`src/rtl/port_power_guard.sv`:
```
module port_power_guard #(
  parameter int NPORTS      = 4,
  parameter int TICK_DIV    = 30,
  parameter int BLANK_TICKS = 4000,
  parameter int DET_TICKS   = 4000
) (
  input  logic              clk,
  input  logic              rst_n,
  input  logic              gang_mode,
  input  logic [NPORTS-1:0] pwr_on_req,
  input  logic [NPORTS-1:0] pwr_off_req,
  input  logic [NPORTS-1:0] clr_fault,
  input  logic [NPORTS-1:0] clr_change,
  input  logic [NPORTS-1:0] oc_sense_n,
  output logic [NPORTS-1:0] pwr_en_n,
  output logic [NPORTS-1:0] oc_fault,
  output logic [NPORTS-1:0] oc_change
);
  localparam int DW = $clog2(TICK_DIV + 1);
  localparam int BW = $clog2(BLANK_TICKS + 1);
  localparam int TW = $clog2(DET_TICKS + 1);

  logic [DW-1:0] div_cnt;
  wire tick = (div_cnt == DW'(TICK_DIV - 1));

  always_ff @(posedge clk or negedge rst_n)
    if (!rst_n)    div_cnt <= '0;
    else if (tick) div_cnt <= '0;
    else           div_cnt <= div_cnt + 1'b1;

  wire any_on  = |pwr_on_req;
  wire any_off = |pwr_off_req;

  for (genvar i = 0; i < NPORTS; i++) begin : g_port
    logic          pwr;
    logic [BW-1:0] blank_cnt;
    logic [TW-1:0] run_cnt;

    wire on_cmd  = gang_mode ? any_on  : pwr_on_req[i];
    wire off_cmd = gang_mode ? any_off : pwr_off_req[i];
    wire low     = gang_mode ? !oc_sense_n[0] : !oc_sense_n[i];
    wire armed   = (blank_cnt == BW'(BLANK_TICKS));
    wire trip    = pwr && armed && low && tick && (run_cnt == TW'(DET_TICKS - 1));

    always_ff @(posedge clk or negedge rst_n)
      if (!rst_n) begin
        pwr         <= 1'b0;
        blank_cnt   <= '0;
        run_cnt     <= '0;
        oc_fault[i]  <= 1'b0;
        oc_change[i] <= 1'b0;
      end else begin
        if (trip || off_cmd) pwr <= 1'b0;
        else if (on_cmd)     pwr <= 1'b1;

        if (!pwr)                blank_cnt <= '0;
        else if (tick && !armed) blank_cnt <= blank_cnt + 1'b1;

        if (!pwr || !armed || !low) run_cnt <= '0;
        else if (tick)              run_cnt <= run_cnt + 1'b1;

        if (trip)               oc_fault[i] <= 1'b1;
        else if (clr_fault[i])  oc_fault[i] <= 1'b0;

        if (trip)               oc_change[i] <= 1'b1;
        else if (clr_change[i]) oc_change[i] <= 1'b0;
      end

    assign pwr_en_n[i] = !pwr;

    assert_power_on_R2: assert property (@(posedge clk) disable iff (!rst_n)
      pwr_en_n[i] && pwr_on_req[i] && !pwr_off_req[i] && !gang_mode |=> !pwr_en_n[i]);
    assert_fault_cuts_power_R3: assert property (@(posedge clk) disable iff (!rst_n)
      $rose(oc_fault[i]) |-> pwr_en_n[i] && $past(!pwr_en_n[i]));
    assert_ignore_unpowered_R4: assert property (@(posedge clk) disable iff (!rst_n)
      $past(pwr_en_n[i]) |-> !$rose(oc_fault[i]));
    assert_sticky_flags_R7: assert property (@(posedge clk) disable iff (!rst_n)
      oc_fault[i] && !clr_fault[i] |=> oc_fault[i]);
  end

  assert_gang_uniform_R8: assert property (@(posedge clk) disable iff (!rst_n)
    gang_mode && $past(gang_mode) |-> ($countones(pwr_en_n) == 0 || $countones(pwr_en_n) == NPORTS));
endmodule

```
`config.mk`:
```
export PLATFORM = sky130hd
export DESIGN_NAME = port_power_guard
export DESIGN_NICKNAME = d
export VERILOG_FILES = /design/src/rtl/port_power_guard.sv
export SDC_FILE = /design/constraint.sdc
export NUM_CORES = 1
export LEC_CHECK = 0
export BUFFER_PORTS_ARGS = -buffer_cell sky130_fd_sc_hd__buf_4
export CELL_PAD_IN_SITES_DETAIL_PLACEMENT = 0
export CELL_PAD_IN_SITES_GLOBAL_PLACEMENT = 1
export CORE_ASPECT_RATIO = 1.2
export CORE_MARGIN = 2
export CORE_UTILIZATION = 51
export DETAILED_ROUTE_END_ITERATION = 8
export HOLD_SLACK_MARGIN = 0.08
export PLACE_DENSITY_LB_ADDON = 0.1
export SYNTH_ARGS = -nofsm -noshare
export SYNTH_HDL_FRONTEND = slang
export SYNTH_SLANG_ARGS = --single-unit
```
`constraint.sdc`:
```
create_clock -name clk -period 4.7 [get_ports clk]
set_input_delay 0.47 -clock clk [delete_from_list [all_inputs] [get_ports clk]]
set_output_delay 0.47 -clock clk [all_outputs]
set_load 0.02 [all_outputs]
```
# == Word level (Yosys, flattened, before mapping) ==
# Index checks and enable logic that the tools add are counted.
# totals
regBits,113
out_inout_bits,12
elab_cells,160
inputBits,23
# classes
reduce_logical,65
mux,52
n_eq_ne,13
add_sub_neg,9
# ops
op,n
$mux W12,16
$add A12 B1 Y12 const B,8
$eq A12 B12 Y1 const B,8
$mux W1,35
$reduce_bool A2 Y1,16
$logic_and A1 B1 Y1,20
$logic_not A1 Y1,15
$logic_or A1 B1 Y1,12
$ne A2 B1 Y1 const B,4
$reduce_or A4 Y1,2
$add A5 B1 Y5 const B,1
$eq A5 B5 Y1 const B,1
$mux W5,1

# == Logic depth before layout (Yosys ltp) ==
# Gate-level depths: netlist (run 1).
# logic_depth
ltp_word,7
mapped_depth,9

# == Least setup slack after synthesis (run 1) ==
# Ideal clock, no wire load.
# synth_path
kind,register to register
start,register g_port[3].blank_cnt[0]
end,register g_port[3].pwr
t_arrival_ps,1560
period_less_slack_ps,1689
n_path_buf,0
stages_incl_launch_ff,7
path_slack_ps,3011
required_time_ps,4571
setup_ps,129
cell_sequence,dfrtp_1 inv_1 ha_1 and4bb_2 nand2_1 nand4b_1 o41a_1
# synth_via
elab_chain_cells,7
elab_cells_between_ends,8
cone_classes,1 x eq/ne; 1 x mux; 6 x reduce/logical
# synth_rtl
element,line,rtl
start: declaration,36,logic [BW-1:0] blank_cnt;
start signal: assignment,57,else if (tick && !armed) blank_cnt <= blank_cnt + 1'b1;
$eq A12 B12 Y1 (*),42,wire armed = (blank_cnt == BW'(BLANK_TICKS));
$logic_and A1 B1 Y1 (*) (4 in series),43,wire trip = pwr && armed && low && tick && (run_cnt == TW'(DET_TICKS - 1));
$logic_or A1 B1 Y1 (*),53,if (trip || off_cmd) pwr <= 1'b0;
$mux W1 or $reduce_bool A2 Y1 (tied branches),--,
end signal: assignment,47,pwr <= 1'b0;
end signal: assignment,53,
end signal: assignment,54,else if (on_cmd) pwr <= 1'b1;
end: declaration,35,logic pwr;
# Mark *: on every way between the ends. The rest lies on a longest branch, timed or not.
# A chain may end at the register's enable or synchronous reset.

# == Final worst setup path (run 1) ==
# layout_path
start,register div_cnt[1]
end,register g_port[1].run_cnt[10]
# layout_via
elab_chain_cells,2
# layout_rtl
element,line,rtl
start: declaration,23,logic [DW-1:0] div_cnt;
start signal: assignment,29,else div_cnt <= div_cnt + 1'b1;
$eq A5 B5 Y1,24,wire tick = (div_cnt == DW'(TICK_DIV - 1));
$reduce_bool A2 Y1 (no line),--,
end signal: assignment,60,else if (tick) run_cnt <= run_cnt + 1'b1;
end: declaration,37,logic [TW-1:0] run_cnt;
# Every way passes these cells.

==> impl_results.md, run 1 <==
- Result of the run: completed
- Most common cell after layout, fill and taps aside: dfrtp_1
- Initial cell density of the core: 52.4%
- Net count after synthesis: 636
- Total power: 0.00228 W
- Worst-case clock buffer depth: 2
- Final layout net count: approximately 670
- Share of the clock period used by the worst path after layout: 52.9%
- Critical path class: flop to flop
- Total grt overflow: 0
- Core utilization of the finished layout: around three fifths
- Vias per cell: between 5 and 6
- Wire length per cell: 15.5 µm
- Total global-route track usage: 22.1%
- Min-Delay Path Class: input pin to async pin
- Area of the die: around 12000 µm²
- Number of DRC markers after the initial detailed-route iteration: 130
- Post-synth ARST share: 100%
- Clock tree root buffer cell: clkbuf_16
- Reported leakage power: 2.58 nW
- Count of nets left with antenna violations after detail routing: 0
- Kind of capture point of the worst setup path: flop
- Post-synth EDFFs: 0
- Count of boundary I/O pins: 35
- Detailed Place HPWL: 8140 µm
- Worst path arrival time: about 2.8 ns
- Met3 Wirelength: 372 µm
- Port Buffers: 34
- Post-Route Skew: between 0.007 and 0.008 ns
- Wire length after detailed routing: 12100 µm
- Number of instances in the synthesized netlist: 599
- VDD IR max: roughly 0.26 mV
- Biggest cell delay along the critical path: 0.63 ns
- Clock latency on the worst-skew pair: 0.41 ns
- Area occupied by registers: 2830 µm²
- Critical path buffer and inverter count: 2
- Post-synthesis sequential element count: 113
- Count of different cell masters after synthesis: 50
- First-pass GRT wire length: 21000 µm
- Kind of cell with the highest combined delay on the critical path: simple AND/OR/NAND/NOR gates
- P per Cell Area: 340 nW/µm²
- Metal-1 WL: 5610 µm
- Core ar.: 11000 µm²
- TritonCTS buffer count: 17
- Post-CTS Setup Bufs: 0
- TritonRoute pass-1 iters: 4
- Most used DFF post-synth: dfrtp_1
- Average footprint of a synthesized cell: about 9.7 µm²
- Crit-path max FO: 28
- Kind of start point of the critical path: flop
- Number of vias in the routed layout: 4478
- Highest metal layer used by the detailed router: met4
- Final hold vios: 0
- Clk pin slew, worst setup/hold paths: 0.05 ns
- Horizontal die dimension: between 100 and 150 µm
- Row Count: 42
- GP Congestion: 0.771
- Number of sinks on the clock net: 113
- Area growth from synthesis to layout: 16.1%
- Data required time of the critical path: around 5.0 ns
- Cell area after technology mapping: 5790 µm²
- Smallest hold slack: about 0.24 ns
- CTS tree: built
- Transition time of the tightest slew-check pin: 1.07 ns
- Worst flop-to-flop path startpoint: div_cnt[1]
- Reported max-cap violation count: 0
- Max stage delay cell, worst path: and4_2
- Sequential element share of the synthesized area: 48.9%
- Area of the multi-input gates: 2740 µm²
- Initial antenna violation count: 0
- DRC violation count after routing: 0
- Number of synthesis warnings: 0
- Minimum clock period: 2.48 ns
- Worst-case headroom to the max-slew limit: 29.0%
- Final setup violating endpoints: 0
- Cells traversed along the worst timing path: inv_1 -> ha_1 -> and4_2 -> buf_4 -> nand2_1 -> or4_1 -> a21oi_1
- Timing startpoint of the critical path: div_cnt[1]
- Diodes inserted: 0
- Post-CTS sizing: 0
- Hold-fix buffers at CTS: 0
- Setup repair after global routing missed its margin: no
- Vertical die dimension: 121 µm
- Commonest cells after routing, fill and taps aside: dfrtp_1, nor2_1, xnor2_1
- Peak Freq: 402 MHz
- Share of cells above drive strength 1: 11.6%
- Sum of negative setup slack: 0 ns
- Final-layout fill cell count: 939
- Maximum number of pins on one net before global-route repair: 85
- Via count of the first global-routing pass: 4362
- Slew Limit Fails: 0
- R2r setup slk: 2.22 ns
- Met2 WL: 5930 µm
- H-tree levels: 4
[metal layers]
layer	vias up	GRT usage [%]
met5	-	0
met4	0	9.54
met3	15	5.32
met2	61	34.7
met1	2194	29.1
li1	2208	-
[state kept, by name, indices dropped and copies added (netlist names)]
| name | cells |
|---|---|
| div_cnt | 5 |
| g_port.blank_cnt | 48 |
| g_port.pwr | 4 |
| g_port.run_cnt | 48 |
| oc_change | 4 |
| oc_fault | 4 |
[area by class of cell]
class / instances / share of cell area (%)
inverter: 33 / 1.84
timing repair buffer: 37 / 4.13
tap: 132 / 2.46
multi-input combinational: 434 / 40.8
sequential: 113 / 42.1
clock buffer: 28 / 7.99
clock inverter: 4 / 0.670
[cell families after synthesis]
logic type      Yosys count  synth area share [%]
mux                       2                 0.346
simple gates            280                  26.0
compound gates           69                  7.61
xor+xnor                 69                  10.4
buf+inv                  52                  3.74
fa+ha+maj                14                  3.03
flops                   113                  48.9
[worst reg2reg max path, stage by stage, from the launching register on]
cell	delay [ns]
dfrtp_1	0.39
inv_1	0.06
ha_1	0.18
and4_2	0.63
buf_4	0.34
nand2_1	0.13
or4_1	0.51
a21oi_1	0.15
[power by group]
part	internal (W)	total (W)	switching (W)
Combinational	0.0000209	0.0000621	0.0000413
Clock	0.000822	0.00124	0.000419
Sequential	0.000977	0.000980	0.00000313
Total	0.00182	0.00228	0.000463
[worst paths after layout]
check | to | cells after the start
max in group asynchronous | g_port[3].blank_cnt[6] | 2
min in group clk | oc_change[2] | 2
setup / recovery | g_port[1].run_cnt[10] | 7
setup reg to reg | g_port[1].run_cnt[10] | 7
hold reg to reg | div_cnt[0] | 1
hold / removal | g_port[1].blank_cnt[2] | 1
[cells in the mapped netlist, drive strengths merged, types with 3 or more instances]
cell type | number | share of area (%)
o31ai | 9 | 1.2
a31oi | 3 | 0.43
nand4 | 39 | 4.6
dfrtp | 113 | 49
clkbuf | 10 | 0.65
ha | 14 | 3.0
or3 | 10 | 1.1
nor4 | 20 | 2.5
nand2b | 4 | 0.43
or4 | 7 | 0.91
o31a | 5 | 0.76
o21ai | 12 | 1.0
o41ai | 3 | 0.45
inv | 33 | 2.1
and3 | 6 | 0.65
xor2 | 22 | 3.3
xnor2 | 47 | 7.1
nor3 | 25 | 2.2
nand3b | 3 | 0.39
nor2 | 77 | 5.0
o22ai | 4 | 0.43
and4 | 6 | 0.91
nand3 | 25 | 2.2
buf | 9 | 0.95
a21oi | 25 | 2.2
o21a | 4 | 0.52
nor3b | 3 | 0.39
nand2 | 41 | 2.7
[per-stage QoR]
step / area [µm²] / worst slack, ns / cells
finish: 6720 / 2.22 / 781
global route: 6720 / 1.95 / 781
CTS: 6720 / 2.19 / 781
detailed placement: 6140 / 2.20 / 749
global placement: 6140 / 2.27 / 749
floorplan: 5790 / 3.01 / 599
(Power assumes the default switching activity.)
==> run 2, diff against run 1 <==
--- a/config.mk
+++ b/config.mk
@@ -10,7 +10,7 @@
 export CELL_PAD_IN_SITES_GLOBAL_PLACEMENT = 1
 export CORE_ASPECT_RATIO = 1.2
 export CORE_MARGIN = 2
-export CORE_UTILIZATION = 51
+export CORE_UTILIZATION = 43
 export DETAILED_ROUTE_END_ITERATION = 8
 export HOLD_SLACK_MARGIN = 0.08
 export PLACE_DENSITY_LB_ADDON = 0.1
==> constraint.sdc (replaced) <==
create_clock -name clk -period 2 [get_ports clk]
set_input_delay 0.2 -clock clk [delete_from_list [all_inputs] [get_ports clk]]
set_output_delay 0.2 -clock clk [all_outputs]
set_load 0.02 [all_outputs]
==> run 2 against run 1 <==
- fmax rose by 30%
- total power grew to 2.6 times the previous value
- utilization is 6.2 points lower
- setup slack lost 2.1 ns
- largest power group unchanged
- critical path type unchanged
- non-clock buffer count up 34
- critical path depth decreased by 1
- combinational power increased to 2.9 times the previous value
- sequential power up 130%
- global-route usage is 2.7 points lower
==> impl_results.md, run 2 (synthesis results as in run 1) <==
- Maximum number of pins on one net before global-route repair: 43
- Final-layout fill cell count: roughly 1200
- Critical path class: flop to flop
- Reported leakage power: 2.78 nW
- Share of the clock period used by the worst path after layout: 95.6%
- Number of vias in the routed layout: 4641
- Final layout net count: 707
- Most common cell after layout, fill and taps aside: dfrtp_1
- Worst path setup slack after routing: 0.0888 ns
- Total global-route track usage: 19.4%
- CTS tree: built
- Worst-case headroom to the max-slew limit: 64.3%
- Initial cell density of the core: 43.9%
- Clk pin slew, worst setup/hold paths: roughly 0.060 ns
- Reported max-cap violation count: 0
- Worst path arrival time: 2.24 ns
- Wire length per cell: roughly 15 µm
- DRC violation count after routing: 0
- Share of cells above drive strength 1: 15.2%
- Number of sinks on the clock net: about 110
- Data required time of the critical path: 2.33 ns
- Diodes inserted: 0
- TritonRoute pass-1 iters: 4
- Core ar.: 13200 µm²
- Port Buffers: 34
- Clock latency on the worst-skew pair: about 0.4 ns
- VDD IR max: 0.468 mV
- Area growth from synthesis to layout: 24.5%
- Via count of the first global-routing pass: 4582
- Crit-path max FO: 5
- Horizontal die dimension: about 110 µm
- First-pass GRT wire length: 21600 µm
- Kind of start point of the critical path: flop
- Worst-case clock buffer depth: 2
- GP Congestion: 0.809
- Transition time of the tightest slew-check pin: 0.536 ns
- Post-Route Skew: 0.00731 ns
- Setup repair after global routing missed its margin: yes
- TritonCTS buffer count: 17
- Final hold vios: 0
- Vias per cell: 5.45
- Smallest hold slack: about 0.11 ns
- Clock tree root buffer cell: clkbuf_16
- Total power: around 0.006 W
- Peak Freq: around 520 MHz
- Wire length after detailed routing: 12700 µm
- P per Cell Area: 809 nW/µm²
- Largest regs: g_port.blank_cnt (48), g_port.run_cnt (48), div_cnt (5)
- Result of the run: completed
- Commonest cells after routing, fill and taps aside: dfrtp_1, nor2_1, buf_4
- Minimum clock period: 1.91 ns
- Row Count: 46
- Sum of negative setup slack: 0 ns
- Kind of capture point of the worst setup path: flop
- Detailed Place HPWL: 8820 µm
- Count of boundary I/O pins: 35
- Total grt overflow: 0
- Number of DRC markers after the initial detailed-route iteration: 209
- Slew Limit Fails: 0
- Vertical die dimension: 131 µm
- Count of nets left with antenna violations after detail routing: 0
- Area of the die: 14400 µm²
- Initial antenna violation count: 0
- Min-Delay Path Class: input pin to flop
- Final setup violating endpoints: 0
- Setup slack at placement: around 0.037 ns
- H-tree levels: 4
## run 2: changes by cell type in the layout (fill, tap and decap cells not counted), moves of 2 or more
| cell | change |
|---|---|
| buf_12 | +4 |
| buf_4 | +18 |
| bufinv_16 | +4 |
| clkbuf_8 | -4 |
| dlygate4sd3_1 | +11 |
| nor4_1 | -2 |
| nor4_2 | +2 |
## run 2: routing by layer
metal / share of wire [%] / global-route usage, % / wire [µm] / vias to the layer above
met3: 3.0 / 4.35 / 380 / 17
li1: - / - / - / 2275
met1: 45 / 24.5 / 5780 / 2283
met4: 1.6 / 7.37 / 209 / 0
met2: 50 / 32.6 / 6380 / 66
met5: 0 / 0 / 0 / -
## run 2: path summary, 6_finish.rpt
check	startpoint	endpoint	slack (ns)	cells after the start
worst max register to register	div_cnt[1]	g_port[1].run_cnt[9]	0.09	6
max in group asynchronous	rst_n	g_port[0].run_cnt[10]	1.07	3
worst min-delay path	pwr_off_req[0]	g_port[0].pwr	0.11	3
worst max-delay path	div_cnt[1]	g_port[1].run_cnt[9]	0.09	6
min in group asynchronous	rst_n	g_port[3].blank_cnt[0]	0.32	2
worst min register to register	div_cnt[0]	div_cnt[0]	0.50	1
## run 2: stage by stage
step | instance area (µm²) | std cells | utilization [%]
CTS | 7150 | 848 | 54.2
detailed placement | 6380 | 805 | 48.4
global route | 7210 | 851 | 54.7
finish | 7210 | 851 | 54.7
floorplan | 5790 | 599 | -
global placement | 6380 | 805 | 48.4
## run 2: area by class of cell
| cell class | count | area (µm²) | area share [%] |
|---|---|---|---|
| Clock buffer | 23 | 478 | 6.63 |
| Tap cell | 168 | 210 | 2.92 |
| Clock inverter | 9 | 176 | 2.45 |
| Timing Repair Buffer | 71 | 614 | 8.53 |
| Multi-Input combinational cell | 434 | 2780 | 38.5 |
| Sequential cell | 113 | 2830 | 39.2 |
| Inverter | 33 | 124 | 1.72 |
## run 2: power breakdown
| group | internal [W] | switching (W) |
|---|---|---|
| registers | 0.00229 | 0.00000796 |
| clock network | 0.00231 | 0.00104 |
| logic | 0.0000746 | 0.000105 |
## run 2: worst max-delay path, cell delays in order, from the launching register on
cell and delay [ns]:
dfrtp_1 0.39, inv_1 0.06, ha_1 0.18, nand4_2 0.20, or2_1 0.33, or4_1 0.50, a21oi_1 0.16
## run 2: what timing repair did
| action | in CTS | in global routing |
|---|---|---|
| endpoints found under the hold margin | 44 | 0 |
| setup endpoints to repair | 0 | 12 |
| resized for setup | 0 | 7 |
| buffers inserted | 0 | 3 |
| hold buffers | 11 | 0 |
==> run 3, diff against run 2 <==
==> constraint.sdc (replaced) <==
create_clock -name clk -period 2 [get_ports clk]
set_input_delay 0.1 -clock clk [delete_from_list [all_inputs] [get_ports clk]]
set_output_delay 0.1 -clock clk [all_outputs]
set_load 0.02 [all_outputs]
==> run 3 against run 2 <==
- fmax increased by 1.5%
- critical path depth increased by 1
- clock power decreased by 18%
- sequential power about the same
- combinational power about the same
- hold slack improved by 0.049 ns
- count of clock-buffer cells in the layout increased by 4
- setup slack improved by 0.028 ns
- routed wire length decreased by 0.53%
- utilization decreased by 0.86 points
- critical path type unchanged
==> impl_results.md, run 3 (synthesis results as in run 1) <==
- Result of the run: completed
- Number of DRC markers after the initial detailed-route iteration: about 360
- Minimum clock period: about 1.9 ns
- Net Sw Frac: 21.1%
- Count of nets left with antenna violations after detail routing: 0
- Share of cells above drive strength 1: 14.5%
- Via count of the first global-routing pass: about 4500
- Kind of capture point of the worst setup path: flop
- Clock network fraction of total power: between 50 and 60%
- Core ar.: 13200 µm²
- P per Cell Area: 740 nW/µm²
- VDD IR max: 0.493 mV
- Diodes inserted: 0
- DRC violation count after routing: 0
- Commonest cells after routing, fill and taps aside: dfrtp_1, nor2_1, buf_4
- Post-route design area: 7090 µm²
- Area occupied by registers: between 2000 and 3000 µm²
- Clk pin slew, worst setup/hold paths: 0.05 ns
- Final-layout fill cell count: 1200
- Peak Freq: 531 MHz
- Final hold vios: 0
- Largest regs: g_port.blank_cnt (48), g_port.run_cnt (48), div_cnt (5)
- Clock tree root buffer cell: clkbuf_16
- Register share of total power: 43.9%
- Horizontal die dimension: 110 µm
- Slew Limit Fails: 0
- End point of the most critical hold path: g_port[0].pwr
- Area of the die: around 14000 µm²
- Worst path setup slack after routing: around 0.12 ns
- First-pass GRT wire length: 21600 µm
- GP Congestion: 0.786
- Critical path class: flop to flop
- Share of the clock period used by the worst path after layout: 94.2%
- Number of cells on the worst hold path: 4
- Internal cell power: 0.00414 W
- Number of vias in the routed layout: 4558
- Clock latency on the worst-skew pair: 0.41 ns
- Vertical die dimension: 131 µm
- H-tree levels: 4
- Worst path arrival time: 2.22 ns
- TritonCTS buffer count: 17
- Initial cell density of the core: 43.9%
- Min-Delay Path Class: input pin to flop
- Maximum number of pins on one net before global-route repair: between 40 and 50
- Count of boundary I/O pins: 35
- Smallest hold slack: 0.156 ns
- Setup slack at placement: 0.0274 ns
- Reported leakage power: 2.76 nW
- Gate power share: 3.4%
- Worst flop-to-flop path startpoint: div_cnt[1]
- Sw Pwr: 0.00111 W
- Detailed Place HPWL: between 8000 and 9000 µm
- Worst flop-to-flop path endpoint: g_port[3].blank_cnt[11]
- Cell area after placement: 6380 µm²
- Final layout net count: slightly above 700
- Worst-case headroom to the max-slew limit: a little over two thirds
- Area of the multi-input gates: roughly 2800 µm²
- Data required time of the critical path: 2.33 ns
- Transition time of the tightest slew-check pin: 0.441 ns
- Wire length per cell: 14.9 µm
- Setup repair after global routing missed its margin: yes
- CTS tree: built
- Row Count: between 40 and 50
- TritonRoute pass-1 iters: 4
- Worst Reg-to-Reg Cells: 7
- Worst hold start: pwr_on_req[0]
- Crit-path max FO: 7
- Total grt overflow: 0
- Vias per cell: 5.35
- Area growth from synthesis to layout: 22.6%
- Total global-route track usage: approximately a fifth
- Initial antenna violation count: 0
- Most common cell after layout, fill and taps aside: dfrtp_1
- Port Buffers: 34
- Wire length after detailed routing: approximately 13000 µm
- Kind of start point of the critical path: flop
- Reported max-cap violation count: 0
- Post-Route Skew: 0.00513 ns
- R2r setup slk: 0.12 ns
- Final setup violating endpoints: 0
- Number of sinks on the clock net: approximately 110
- Worst-case clock buffer depth: 2
[run 3: cell types whose count changed in the layout (fill, tap and decap cells not counted), sizes merged]
| cell | delta |
|---|---|
| bufinv | -5 |
| clkbuf | +4 |
| clkinv | +3 |
| dlygate4sd3 | +2 |
| buf | -1 |
| clkinvlp | -1 |
| inv | -1 |
[run 3: timing repair]
action / 4_1_cts / 5_1_grt
resized for setup: 0 / 3
endpoints found under the setup margin: 0 / 11
hold buffers: 13 / 0
setup buffers: 0 / 2
hold endpoints to repair: 125 / 0
[run 3: stage by stage]
step | setup TNS [ns] | total power (W) | cells | util, %
after floorplan | 0 | 0.00238 | 599 | -
after global placement | 0 | 0.00251 | 805 | 48.4
after detailed placement | 0 | 0.00251 | 805 | 48.4
after CTS | 0 | 0.00532 | 850 | 53.6
after global routing | -0.0417 | 0.00546 | 852 | 53.8
final | 0 | 0.00525 | 852 | 53.8
[run 3: power by group through the flow]
stage	Clock, W	Combinational (W)	Sequential, W
global route	0.00295	0.000204	0.00230
CTS	0.00283	0.000187	0.00230
floorplan	0	0.0000442	0.00234
global placement	0	0.000165	0.00234
finish	0.00276	0.000180	0.00230
detailed placement	0	0.000166	0.00234
[run 3: cell type report]
cell class                 instances  area share, %
clock inverter                     5          0.353
inverter                          33           1.75
tap                              168           2.96
clock buffer                      27           7.37
multi-input combinational        434           38.9
sequential                       113           39.9
timing repair buffer              72           8.79
[run 3: routing by layer]
metal | track usage, % | vias to the layer above | part of all wire [%]
met5 | 0 | - | 0
met4 | 7.89 | 0 | 1.6
met3 | 4.00 | 14 | 2.5
met2 | 31.9 | 53 | 50
met1 | 24.7 | 2216 | 46
li1 | - | 2275 | -
[run 3: worst max-delay path by stage]
stage	start	to	slack, ns	depth (start not counted)
floorplan	g_port[3].blank_cnt[0]	g_port[3].pwr	0.31	6
detailed placement	div_cnt[1]	g_port[3].blank_cnt[11]	0.03	7
global placement	div_cnt[1]	g_port[3].blank_cnt[11]	0.11	7
finish	div_cnt[1]	g_port[3].blank_cnt[11]	0.12	7
global route	div_cnt[1]	g_port[0].blank_cnt[9]	-0.03	7
CTS	div_cnt[1]	g_port[3].blank_cnt[11]	0.04	7
[run 3: worst max-delay path, cell delays in order (launching register included)]
cell and delay, ns:
dfrtp_1 0.39, inv_1 0.06, ha_1 0.18, and4_4 0.28, buf_4 0.17, nand4_1 0.18
or3_1 0.39, a21oi_1 0.14
